**src/rtl/serial_fifo_pkg.sv**
```systemverilog
package serial_fifo_pkg;
  localparam int unsigned RegW       = 32;
  localparam int unsigned RxHiBit    = 4;
  localparam int unsigned TxLoBit    = 12;
  localparam int unsigned DoneBit    = 16;
  localparam int unsigned TxFlushBit = 8;
  localparam int unsigned RxFlushBit = 9;
  localparam int unsigned RxCntLsb   = 0;
  localparam int unsigned TxCntLsb   = 16;
  localparam logic [RegW-1:0] StsImpl =
      (RegW'(1) << RxHiBit) | (RegW'(1) << TxLoBit) | (RegW'(1) << DoneBit);
endpackage

```
**src/rtl/byte_fifo.sv**
```systemverilog
module byte_fifo #(
  parameter int unsigned Depth = 64,
  parameter int unsigned Width = 8,
  localparam int unsigned AW = $clog2(Depth),
  localparam int unsigned CW = AW + 1
) (
  input  logic             clk_i,
  input  logic             rst_ni,
  input  logic             flush_i,
  input  logic             push_i,
  input  logic [Width-1:0] wdata_i,
  input  logic             pop_i,
  output logic [Width-1:0] rdata_o,
  output logic [CW-1:0]    cnt_o
);
  logic [Width-1:0] mem_q [Depth];
  logic [AW-1:0]    wr_ptr_q, rd_ptr_q;
  logic [CW-1:0]    cnt_q;
  logic             full, empty, do_push, do_pop;

  assign full    = (cnt_q == CW'(Depth));
  assign empty   = (cnt_q == '0);
  assign do_push = push_i && !full && !flush_i;
  assign do_pop  = pop_i && !empty && !flush_i;

  always_ff @(posedge clk_i or negedge rst_ni) begin
    if (!rst_ni) begin
      wr_ptr_q <= '0;
      rd_ptr_q <= '0;
      cnt_q    <= '0;
    end else if (flush_i) begin
      wr_ptr_q <= '0;
      rd_ptr_q <= '0;
      cnt_q    <= '0;
    end else begin
      if (do_push) wr_ptr_q <= wr_ptr_q + AW'(1);
      if (do_pop)  rd_ptr_q <= rd_ptr_q + AW'(1);
      cnt_q <= cnt_q + CW'(do_push) - CW'(do_pop);
    end
  end

  always_ff @(posedge clk_i) begin
    if (do_push) mem_q[wr_ptr_q] <= wdata_i;
  end

  assign rdata_o = empty ? '0 : mem_q[rd_ptr_q];
  assign cnt_o   = cnt_q;
endmodule

```
**src/rtl/sticky_status.sv**
```systemverilog
module sticky_status #(
  parameter int unsigned W = 32,
  parameter logic [W-1:0] Impl = '1
) (
  input  logic         clk_i,
  input  logic         rst_ni,
  input  logic [W-1:0] event_i,
  input  logic         clr_i,
  input  logic [W-1:0] clr_mask_i,
  input  logic [W-1:0] en_i,
  output logic [W-1:0] sts_o,
  output logic         irq_o
);
  for (genvar b = 0; b < W; b++) begin : g_bit
    if (Impl[b]) begin : g_impl
      logic q;
      always_ff @(posedge clk_i or negedge rst_ni) begin
        if (!rst_ni)                     q <= 1'b0;
        else if (clr_i && clr_mask_i[b]) q <= 1'b0;  // clear wins this cycle
        else if (event_i[b])             q <= 1'b1;
      end
      assign sts_o[b] = q;
    end else begin : g_tie
      assign sts_o[b] = 1'b0;
    end
  end

  assign irq_o = |(sts_o & en_i);
endmodule

```
**src/rtl/serial_fifo_pair.sv**
```systemverilog
module serial_fifo_pair
  import serial_fifo_pkg::*;
#(
  parameter int unsigned Depth = 64,
  localparam int unsigned CW   = $clog2(Depth) + 1,
  localparam int unsigned HiLvl = (Depth * 3) / 4,
  localparam int unsigned LoLvl = Depth / 4
) (
  input  logic            clk_i,
  input  logic            rst_ni,
  input  logic            tx_wr_i,
  input  logic [7:0]      tx_wdata_i,
  input  logic            rx_rd_i,
  output logic [7:0]      rx_rdata_o,
  input  logic            eng_tx_pop_i,
  output logic [7:0]      eng_tx_data_o,
  input  logic            eng_rx_push_i,
  input  logic [7:0]      eng_rx_data_i,
  input  logic            xfer_done_i,
  input  logic            ctl_wr_i,
  input  logic [RegW-1:0] ctl_wdata_i,
  input  logic            sts_clr_i,
  input  logic [RegW-1:0] sts_clr_data_i,
  input  logic [RegW-1:0] irq_en_i,
  output logic [RegW-1:0] status_o,
  output logic [RegW-1:0] levels_o,
  output logic            irq_o
);
  logic [CW-1:0]   tx_cnt, rx_cnt;
  logic [RegW-1:0] events;

  byte_fifo #(.Depth(Depth), .Width(8)) u_tx_fifo (
    .clk_i, .rst_ni,
    .flush_i (ctl_wr_i && ctl_wdata_i[TxFlushBit]),
    .push_i  (tx_wr_i),
    .wdata_i (tx_wdata_i),
    .pop_i   (eng_tx_pop_i),
    .rdata_o (eng_tx_data_o),
    .cnt_o   (tx_cnt)
  );

  byte_fifo #(.Depth(Depth), .Width(8)) u_rx_fifo (
    .clk_i, .rst_ni,
    .flush_i (ctl_wr_i && ctl_wdata_i[RxFlushBit]),
    .push_i  (eng_rx_push_i),
    .wdata_i (eng_rx_data_i),
    .pop_i   (rx_rd_i),
    .rdata_o (rx_rdata_o),
    .cnt_o   (rx_cnt)
  );

  always_comb begin
    events          = '0;
    events[RxHiBit] = (rx_cnt >= CW'(HiLvl));
    events[TxLoBit] = (tx_cnt <= CW'(LoLvl));
    events[DoneBit] = xfer_done_i;
  end

  sticky_status #(.W(RegW), .Impl(StsImpl)) u_status (
    .clk_i, .rst_ni,
    .event_i    (events),
    .clr_i      (sts_clr_i),
    .clr_mask_i (sts_clr_data_i),
    .en_i       (irq_en_i),
    .sts_o      (status_o),
    .irq_o      (irq_o)
  );

  always_comb begin
    levels_o = '0;
    levels_o[RxCntLsb +: CW] = rx_cnt;
    levels_o[TxCntLsb +: CW] = tx_cnt;
  end
endmodule

```
**config.mk**
```make
export PLATFORM = sky130hd
export DESIGN_NAME = serial_fifo_pair
export DESIGN_NICKNAME = d
export VERILOG_FILES = /design/src/rtl/serial_fifo_pkg.sv /design/src/rtl/byte_fifo.sv /design/src/rtl/sticky_status.sv /design/src/rtl/serial_fifo_pair.sv
export SDC_FILE = /design/constraint.sdc
export NUM_CORES = 1
export LEC_CHECK = 0
export ABC_AREA = 1
export BUFFER_PORTS_ARGS = -buffer_cell sky130_fd_sc_hd__buf_4
export CAP_MARGIN = 10
export CORE_MARGIN = 4
export CORE_UTILIZATION = 55
export DETAILED_ROUTE_END_ITERATION = 6
export GPL_TIMING_DRIVEN = 0
export PLACE_DENSITY = 0.72
export SKIP_LAST_GASP = 1
export SYNTH_ARGS = -nofsm -noshare
export SYNTH_HDL_FRONTEND = slang
export SYNTH_HIERARCHICAL = 1
export SYNTH_SLANG_ARGS = --single-unit
```
**constraint.sdc**
```tcl
create_clock -name clk_i -period 6.6 [get_ports clk_i]
set_input_delay 1.32 -clock clk_i [delete_from_list [all_inputs] [get_ports clk_i]]
set_output_delay 1.32 -clock clk_i [all_outputs]
set_load 0.01 [all_outputs]
```
==> Yosys cells after proc, flatten, opt, wreduce, memory -nomap -nowiden <==
Memory sizes are Yosys's and may differ from the RTL's.
Cells that the tools add are included.
{ "op_classes": {"n_addsub": 8, "bitwise": 1, "magnitude_cmp": 2, "eq_ne": 2, "reduce_logical": 29, "muxes": 22} }
{ "ops": {"columns": ["operator", "n"], "rows": [
  ["2-to-1 mux 6 bit", 8],
  ["AND 17 x 32 -> 32 bit", 1],
  ["OR reduction 32 bit", 1],
  ["adder 6 x 1 -> 6 bit (second input constant)", 4],
  ["2-to-1 mux 8 bit", 2],
  ["adder 7 x 1 -> 7 bit", 2],
  ["equality test 7 bit (second input constant)", 2],
  ["logical NOT 7 bit", 2],
  ["2-to-1 mux 7 bit", 2],
  ["nonzero test 2 bit", 7],
  ["subtractor 7 x 1 -> 7 bit", 2],
  ["logical AND 1 bit", 13],
  ["2-to-1 mux 1 bit", 10],
  [">= comparator 7 x 6 -> 1 bit (second input constant)", 1],
  ["<= comparator 7 x 5 -> 1 bit (second input constant)", 1],
  ["logical NOT 1 bit", 6]
]} }
{ "word_totals": {"ff_bits": 41, "ram_bits": 1024, "wordCells": 75, "out_inout_bits": 81, "n_memories": 2, "in_bits": 121} }
{ "mem_list": {"columns": ["memory", "depth", "word_bits", "rd", "rd_clocked_by_memory_dff", "write_ports", "line", "rtl"], "rows": [
  ["u_rx_fifo.mem_q", 64, 8, 1, 0, 1, "byte_fifo.sv:16", "logic [Width-1:0] mem_q [Depth];"],
  ["u_tx_fifo.mem_q", 64, 8, 1, 0, 1, "byte_fifo.sv:16", null]
]} }

==> Longest topological paths before layout <==
Gate-level depths: netlist of run 1.
{ "logic_depth": {"depth_word": 7, "ltp_mapped": 22, "ltp_nobuf": 21} }

==> By module <==
Netlist of run 1, hierarchy kept.
{ "by_module_without_submodules": {"columns": ["module", "n_inst", "area_each_um2", "seq_area_each_um2", "cells_per_inst"], "rows": [
  ["byte_fifo (u_rx_fifo)", 1, 22098.7, 15850.2, 1918],
  ["byte_fifo (u_tx_fifo)", 1, 21968.6, 15850.2, 1955],
  ["sticky_status", 1, 387.9, 75.1, 52],
  ["serial_fifo_pair", 1, 187.7, 0.0, 29]
]} }

==> Worst setup path after synthesis of run 1 <==
Ideal clock, no wire load.
{ "synth_timing": {"kind": "input to register", "start": "input ctl_wdata_i[9]", "end": "register u_rx_fifo.cnt_q[6], in the netlist u_rx_fifo/cnt_o[6]", "path_buffers": 1, "cell_stages": 17, "path_slack_ps": 3056, "setup_ps": 77, "required_ps": 6523, "t_arrival_ps": 3467, "cell_sequence": "nand2_1 -> inv_1 -> clkbuf_1 -> nor2_2 -> inv_1 -> ha_1 -> inv_1 -> ha_1 -> inv_1 -> fa_1 -> inv_1 -> nand3_1 -> nand2_1 -> a21oi_1 -> o21bai_1 -> o21ai_0 -> a21oi_1"} }
{ "synth_via": {"elab_chain_len": 6, "elab_cells_between_ends": 7, "classes_between": "add/sub: 2; mux: 1; reduce/logical: 4"} }
{ "synth_rtl": {"columns": ["element", "line", "rtl"], "rows": [
  ["start: declaration", "serial_fifo_pair.sv:21", "input logic [RegW-1:0] ctl_wdata_i,"],
  ["logical AND 1 bit (*)", "serial_fifo_pair.sv:44", ".flush_i (ctl_wr_i && ctl_wdata_i[RxFlushBit]),"],
  ["logical NOT 1 bit", "byte_fifo.sv:23, byte_fifo.sv:24", null],
  ["logical AND 1 bit", "byte_fifo.sv:23", "assign do_push = push_i && !full && !flush_i;"],
  ["adder 7 x 1 -> 7 bit", "byte_fifo.sv:38", "cnt_q <= cnt_q + CW'(do_push) - CW'(do_pop);"],
  ["subtractor 7 x 1 -> 7 bit", "byte_fifo.sv:38", null],
  ["2-to-1 mux 7 bit (*)", "byte_fifo.sv:31", "end else if (flush_i) begin"],
  ["end signal: assignment", "byte_fifo.sv:38", null],
  ["end: declaration", "byte_fifo.sv:18", "logic [CW-1:0] cnt_q;"]
]} }
Every way passes the cells marked *; elsewhere a longest branch is shown, timed or not.
A chain may end at the register's enable or synchronous reset.

==> Worst setup path in the final report of run 1 <==
{ "layout_timing": {"start": "register u_tx_fifo.rd_ptr_q[2]", "end": "output eng_tx_data_o[3]"} }
{ "layout_via": {"elab_chain_len": 2} }
{ "layout_rtl": {"columns": ["element", "line", "rtl"], "rows": [
  ["start: declaration", "byte_fifo.sv:17", "logic [AW-1:0] wr_ptr_q, rd_ptr_q;"],
  ["start signal: assignment", "byte_fifo.sv:37", "if (do_pop) rd_ptr_q <= rd_ptr_q + AW'(1);"],
  ["memory (64 x 8 bit)", null, null],
  ["2-to-1 mux 8 bit", "byte_fifo.sv:46", "assign rdata_o = empty ? '0 : mem_q[rd_ptr_q];"],
  ["end: declaration", "serial_fifo_pair.sv:16", "output logic [7:0] eng_tx_data_o,"]
]} }
Every way passes these cells.

==> flow_summary_export.csv, run 1 <==
group,metric,value,unit
sta,finalHoldViolCount,0,
sta,max_slew_margin,20.1,%
critical_path,path_depth,10,
critical_path,cp_common_cell,"nand3_1",
routing,drtAntennaViolNets,0,
die,start_util,55.4,%
sta,finalClockSkew,0.0384,ns
pwr,fin_total_pwr,18.9,mW
clock_network,insertion_delay,0.67,ns
sta,finalSetupViolCount,0,
worst_hold_path,hold_path_startpoint,"u_status/g_bit[16].g_impl.q$_DFFE_PN0P_",
critical_path,regToRegSetupSlack,2.53,ns
routing,first_iter_violations,4497,
sta,finalMaxSlewViolations,0,
clock_network,clkSinkCount,1065,
die,dieWidth,293,um
die,die_height,293,um
global_routing,overflow,0,
status,violations,"design-rule violations",
synth,synth_top_area_cell,"edfxtp_1",
critical_path,startpoint_type,"flop",
global_routing,first_global_vias,30100,
critical_path,path_buf_inv,4,
global_routing,grt_usage,31.3,%
clock_network,cts_tree,"yes",
clock_network,htree_num_levels,3,
critical_path,cp.required,5.28,ns
die,row_count,104,
final_layout,drive_above_1_share,10.4,%
worst_hold_path,hold_depth,2,
place,dp.cells,5126,
die,pin_count,202,
critical_path,crit_chain,"inv_2 > clkbuf_1 > buf_2 > nand3_1 > nand3_1 > nand3_1 > nand2_1 > nor2_1 > nor2_1 > buf_4",
sta,timing.final.crit_period,4.80,ns
pwr,power_per_cell_area,379,nW/um2
clock_network,clock_path_buffers,3,
sta,timing.hold.ws,0.564,ns
critical_path,worstSetupPathType,"flop to output port",
worst_hold_path,hold_class,"flop to flop",
routing,via_per_inst,6.08,
synth,synth_top_area_share,68.9,%
critical_path,r2r_cells,19,
sta,rsz0062_at_grt,"false",
synth,async_flop_share,3.85,%
synth,synth_edf_count,1024,
clock_network,post_cts_buffers,0,
critical_path,cp_max_fo,10,
die,coreArea,80500,um2
critical_path,cp_slowest_cell,"clkbuf_1",
routing,routed_wirelength,137000,um
clock_network,cts_resized,0,
place,dp_hpwl,90900,um
pwr,vdd_drop_max,0.388,mV
synth,synth-main-ff-cell,"edfxtp_1",
final_layout,nets,4319,
synth,synthCells,3954,
global_routing,antenna_found_initial,2,
critical_path,crit_family,"buffers and inverters",
final_layout,area.growth.synth_to_final,12.0,%
place,placed_cell_area,46600,um2
final_layout,nFillCells,6274,
synth,yosys_warnings,6,
synth,synth.cell_area,44600,um2
sta,fmax,208,MHz
critical_path,cpPeakStageDelay,0.73,ns
synth,synthTopCellsByArea,"edfxtp_1 69%, nand2_1 12%, nand3_1 8.0%",
routing,wire_per_inst,25.7,um
routing,vias,32400,
synth,synth.most_common_cell,"nand2_1",
final_layout,diodes,0,
synth,ys_seq_area_share,71.2,%
critical_path,r2r-start,"u_tx_fifo/cnt_o[3]$_DFF_PN0_",
place,pre_cts_slack,2.35,ns
global_routing,grt_pass1_wl,197000,um
clock_network,path_clk_slew,0.06,ns
routing,remaining_drc_errors,1,
global_routing,grt_max_degree,65,
clock_network,root_buffer,"clkbuf_16",
job,maxCapViolations,0,
place,gp_congestion,0.943,
final_layout,final_area,50000,um2
clock_network,cts-buffers-inserted,106,
synth,ys_seq_elements,1065,
synth,syn_area_per_cell,11.3,um2
clock_network,holdBufCountCts,0,
final_layout,layout.cells.non_filler,5319,
sta,setup_slack,1.80,ns
critical_path,end_kind,"output port",
final_layout,fin_util,62.1,%
critical_path,critical_path.startpoint,"u_tx_fifo/rd_ptr_q[2]$_DFFE_PN0P_",
critical_path,arrival,3.48,ns
sta,period_share,72.8,%
sta,tightest_slew,1.19,ns
pwr,p_leak,18.9,nW
sta,setup-tns-final,0,ns
synth,synthDistinctLibCells,38,
synth,synth_common_cells,"1,435 x nand2_1, 1,024 x edfxtp_1, 717 x nand3_1",
status,outcome,"finished with violations",
routing,drt_first_pass_iters,7,
place,portBuffers,66,
die,dieArea,85800,um2
[worst register-to-register path, delay by kind of cell (launching register included)]
kind                       cells  cell delay (ns)
and+or+nand+nor                9             2.01
adders and majority gates      4             1.08
DFF                            1             0.43
buffers and inverters          4             0.30
AOI/OAI and AO/OA              2             0.19
[final cells by class]
cell class              count  area, um2  area share, %
multi-input cells        2601      11200           22.4
clock buffers             128       2750           5.49
inverters                  67        256          0.513
well taps                1060       1330           2.65
repair buffers             67        503           1.01
flip-flops and latches   1065      31800           63.5
plain buffers             266       1570           3.14
clock inverters            65        613           1.23
[flip-flops by register name (all words and copies together) (netlist names)]
name / cells
u_tx_fifo/wr_ptr_q: 6
u_status/g_bit.g_impl.q: 3
u_rx_fifo/rd_ptr_q: 6
u_tx_fifo/rd_ptr_q: 6
u_rx_fifo/wr_ptr_q: 6
u_rx_fifo/mem_q: 512
u_tx_fifo/mem_q: 512
u_tx_fifo/cnt_o: 7
u_rx_fifo/cnt_o: 7
[logic make-up after synthesis]
kind of cell | Yosys count | synth area share (%)
XOR/XNOR | 7 | 0.137
adder cells (fa/ha/maj) | 24 | 0.706
buffers and inverters | 333 | 4.09
flip-flops | 1065 | 71.2
AO/OA/AOI/OAI | 139 | 1.59
AND/OR/NAND/NOR | 2384 | 22.3
other | 2 | 0.0168
[final timing paths]
kind,to
min in group asynchronous,u_status/g_bit[16].g_impl.q$_DFFE_PN0P_
max,eng_tx_data_o[3]
min reg2reg,u_status/g_bit[16].g_impl.q$_DFFE_PN0P_
min,u_status/g_bit[16].g_impl.q$_DFFE_PN0P_
max in group asynchronous,u_tx_fifo/wr_ptr_q[4]$_DFFE_PN0P_
max reg2reg,u_tx_fifo/cnt_o[6]$_DFF_PN0_
[routing by layer]
metal / GRT usage (%) / up-vias / wire length (um)
li1: - / 14000 / -
met1: 44.5 / 15600 / 51000
met2: 47.6 / 2330 / 61200
met3: 7.48 / 331 / 18700
met4: 11.4 / 2 / 5590
met5: 0 / - / 8
[report_power, final]
group          switching (mW)  internal (mW)  total (mW)
logic                    3.91           1.48        5.39
clock network            2.50           3.38        5.88
registers               0.120           7.55        7.67
total                    6.54           12.4        18.9
[cells in the final DEF (no fill, tap or decap), drive strengths merged, types with 4 or more instances in the layout]
cell / instances
edfxtp: 1024
nor3: 14
clkinv: 53
clkbuf: 161
conb: 47
nand4: 15
o21ai: 29
bufinv: 11
buf: 300
inv: 66
ha: 22
nand3: 717
nor2: 196
dfrtp: 41
xnor2: 4
a21oi: 103
nand2: 1436
No activity file was read; power rests on OpenSTA's default activity.
==> inputs of run 2 (changes only) <==
PLACE_DENSITY = 0.75   (was 0.72)
clock period = 4.3 ns   (was 6.6 ns; I/O delays follow)
==> run 2 against run 1 <==
The flow now finishes without violations. Final area fell by 0.27%. Clock skew fell by 0.020 ns. Highest routed layer is now met4. Total power rose by 51%. Largest cell class unchanged. Sequential cell count did not move. Sequential share of layout area rose by 0.17 points. Wire length fell by 2.6%. Setup slack got worse by 1.7 ns. Hold slack got worse by 0.35 ns. Non-clock buffer count did not move.
==> flow_summary_export.csv, run 2 (synthesis gave the netlist of run 1 again) <==
group,metric,value,unit
sta,finalClockSkew,0.0181,ns
pwr,vdd_drop_max,0.408,mV
clock_network,holdBufCountCts,0,
sta,max_slew_margin,28.4,%
routing,via_per_inst,5.97,
critical_path,cp_max_fo,10,
final_layout,nets,4316,
sta,fmax,238,MHz
clock_network,post_cts_buffers,0,
critical_path,rr_endpoint,"u_tx_fifo/cnt_o[6]$_DFF_PN0_",
routing,drt_first_pass_iters,6,
die,coreArea,80500,um2
sta,period_share,97.8,%
clock_network,insertion_delay,0.66,ns
clock_network,root_buffer,"clkbuf_16",
clock_network,htree_num_levels,3,
sta,finalHoldViolCount,0,
global_routing,grt_usage,30.4,%
routing,wire_per_inst,25.0,um
routing,vias,31700,
critical_path,startpoint_type,"flop",
place,gp_congestion,1.02,
die,dieWidth,293,um
routing,first_iter_violations,4019,
die,die_height,293,um
final_layout,drive_above_1_share,10.3,%
place,dp_hpwl,89400,um
sta,finalSetupViolCount,0,
global_routing,grt_max_degree,65,
final_layout,final_cell_mix,"1,435 x nand2_1, 1,024 x edfxtp_1, 717 x nand3_1, 191 x nor2_1, 146 x buf_4",
routing,drtAntennaViolNets,0,
routing,routed_wirelength,133000,um
final_layout,final_area,49900,um2
worst_hold_path,hold_class,"input port to asynchronous set/reset pin",
final_layout,area.growth.synth_to_final,11.7,%
critical_path,arrival,3.34,ns
status,outcome,"finished clean",
critical_path,r2r_cells,20,
critical_path,r2r-start,"u_tx_fifo/cnt_o[2]$_DFF_PN0_",
global_routing,overflow,0,
place,portBuffers,66,
clock_network,path_clk_slew,0.06,ns
pwr,power_per_cell_area,574,nW/um2
place,placed_cell_area,46600,um2
final_layout,multi_input_area,11200,um2
global_routing,antenna_found_initial,0,
final_layout,diodes,0,
routing,remaining_drc_errors,0,
clock_network,cts_resized,0,
final_layout,fin_util,61.9,%
critical_path,regToRegSetupSlack,0.22,ns
die,start_util,55.4,%
final_layout,nFillCells,6201,
final_layout,layout_commonest_cell,"nand2_1",
clock_network,clock_path_buffers,3,
die,row_count,104,
critical_path,cp.required,3.44,ns
sta,timing.final.crit_period,4.20,ns
sta,rsz0062_at_grt,"false",
sta,tightest_slew,1.07,ns
critical_path,crit_end,"eng_tx_data_o[0]",
die,dieArea,85800,um2
critical_path,worstSetupPathType,"flop to output port",
global_routing,grt_pass1_wl,192000,um
clock_network,clkSinkCount,1065,
critical_path,end_kind,"output port",
pwr,fin_total_pwr,28.6,mW
global_routing,first_global_vias,29400,
critical_path,critical_path.startpoint,"u_tx_fifo/rd_ptr_q[1]$_DFFE_PN0P_",
die,pin_count,202,
clock_network,cts-buffers-inserted,103,
sta,setup_slack,0.0951,ns
sta,finalMaxSlewViolations,0,
clock_network,cts_tree,"yes",
job,maxCapViolations,0,
final_layout,largestRegisters,"u_rx_fifo/mem_q (512), u_tx_fifo/mem_q (512)",
final_layout,regArea,31800,um2
pwr,p_leak,18.9,nW
place,pre_cts_slack,0.316,ns
-- run 2: cell types whose count changed in the layout (fill, tap and decap cells not counted), sizes merged --
| cell | previous run | this run |
|---|---|---|
| inv | 66 | 65 |
| clkinv | 53 | 48 |
| bufinv | 11 | 8 |
| clkbuf | 161 | 165 |
-- run 2: cell type report --
type	instances	share of cell area, %
sequential	1065	63.7
multi-input combinational	2601	22.5
clock buffer	132	5.49
buffer	266	3.15
tap	1060	2.66
timing repair buffer	67	1.01
clock inverter	56	0.971
inverter	67	0.514
-- run 2: critical path, stage by stage, from the launching register on --
cell     delay (ns)
dfrtp_1        0.48
nand2_2        0.24
buf_1          0.50
a21oi_1        0.19
nor3_1         0.67
nor2_1         0.12
nor2_1         0.20
nor2_1         0.11
buf_4          0.15
-- run 2: per-stage QoR --
step	TNS, ns	instances	hold WS (ns)
6_report	0	5314	0.212
2_1_floorplan	0	3999	0.504
5_1_grt	0	5314	0.236
3_5_place_dp	0	5126	0.539
4_1_cts	0	5314	0.222
3_3_place_gp	-1.79	5125	0.529
-- run 2: report_power, final --
| group | switching (mW) | internal [mW] | total [mW] |
|---|---|---|---|
| Sequential | 0.167 | 11.6 | 11.8 |
| Clock | 3.76 | 4.96 | 8.71 |
| Combinational | 5.86 | 2.27 | 8.13 |
-- run 2: worst min path at each step --
stage                                                  from  slack [ns]  cells past startpoint                                      end
floorplan           u_status/g_bit[16].g_impl.q$_DFFE_PN0P_        0.50                      2  u_status/g_bit[16].g_impl.q$_DFFE_PN0P_
global placement    u_status/g_bit[16].g_impl.q$_DFFE_PN0P_        0.53                      2  u_status/g_bit[16].g_impl.q$_DFFE_PN0P_
detailed placement  u_status/g_bit[16].g_impl.q$_DFFE_PN0P_        0.54                      2  u_status/g_bit[16].g_impl.q$_DFFE_PN0P_
CTS                                                  rst_ni        0.22                      1        u_tx_fifo/rd_ptr_q[2]$_DFFE_PN0P_
global route                                         rst_ni        0.24                      1        u_tx_fifo/rd_ptr_q[2]$_DFFE_PN0P_
finish                                               rst_ni        0.21                      1        u_tx_fifo/rd_ptr_q[2]$_DFFE_PN0P_
-- run 2: per-layer routing --
metal | wire (um) | up-vias | share of wire (%) | GRT usage [%]
met5 | 0 | - | 0 | 0
met4 | 7630 | 0 | 5.7 | 14.3
met3 | 12800 | 352 | 9.6 | 4.76
met2 | 63400 | 1987 | 48 | 49.8
met1 | 49200 | 15300 | 37 | 40.4
li1 | - | 14100 | - | -
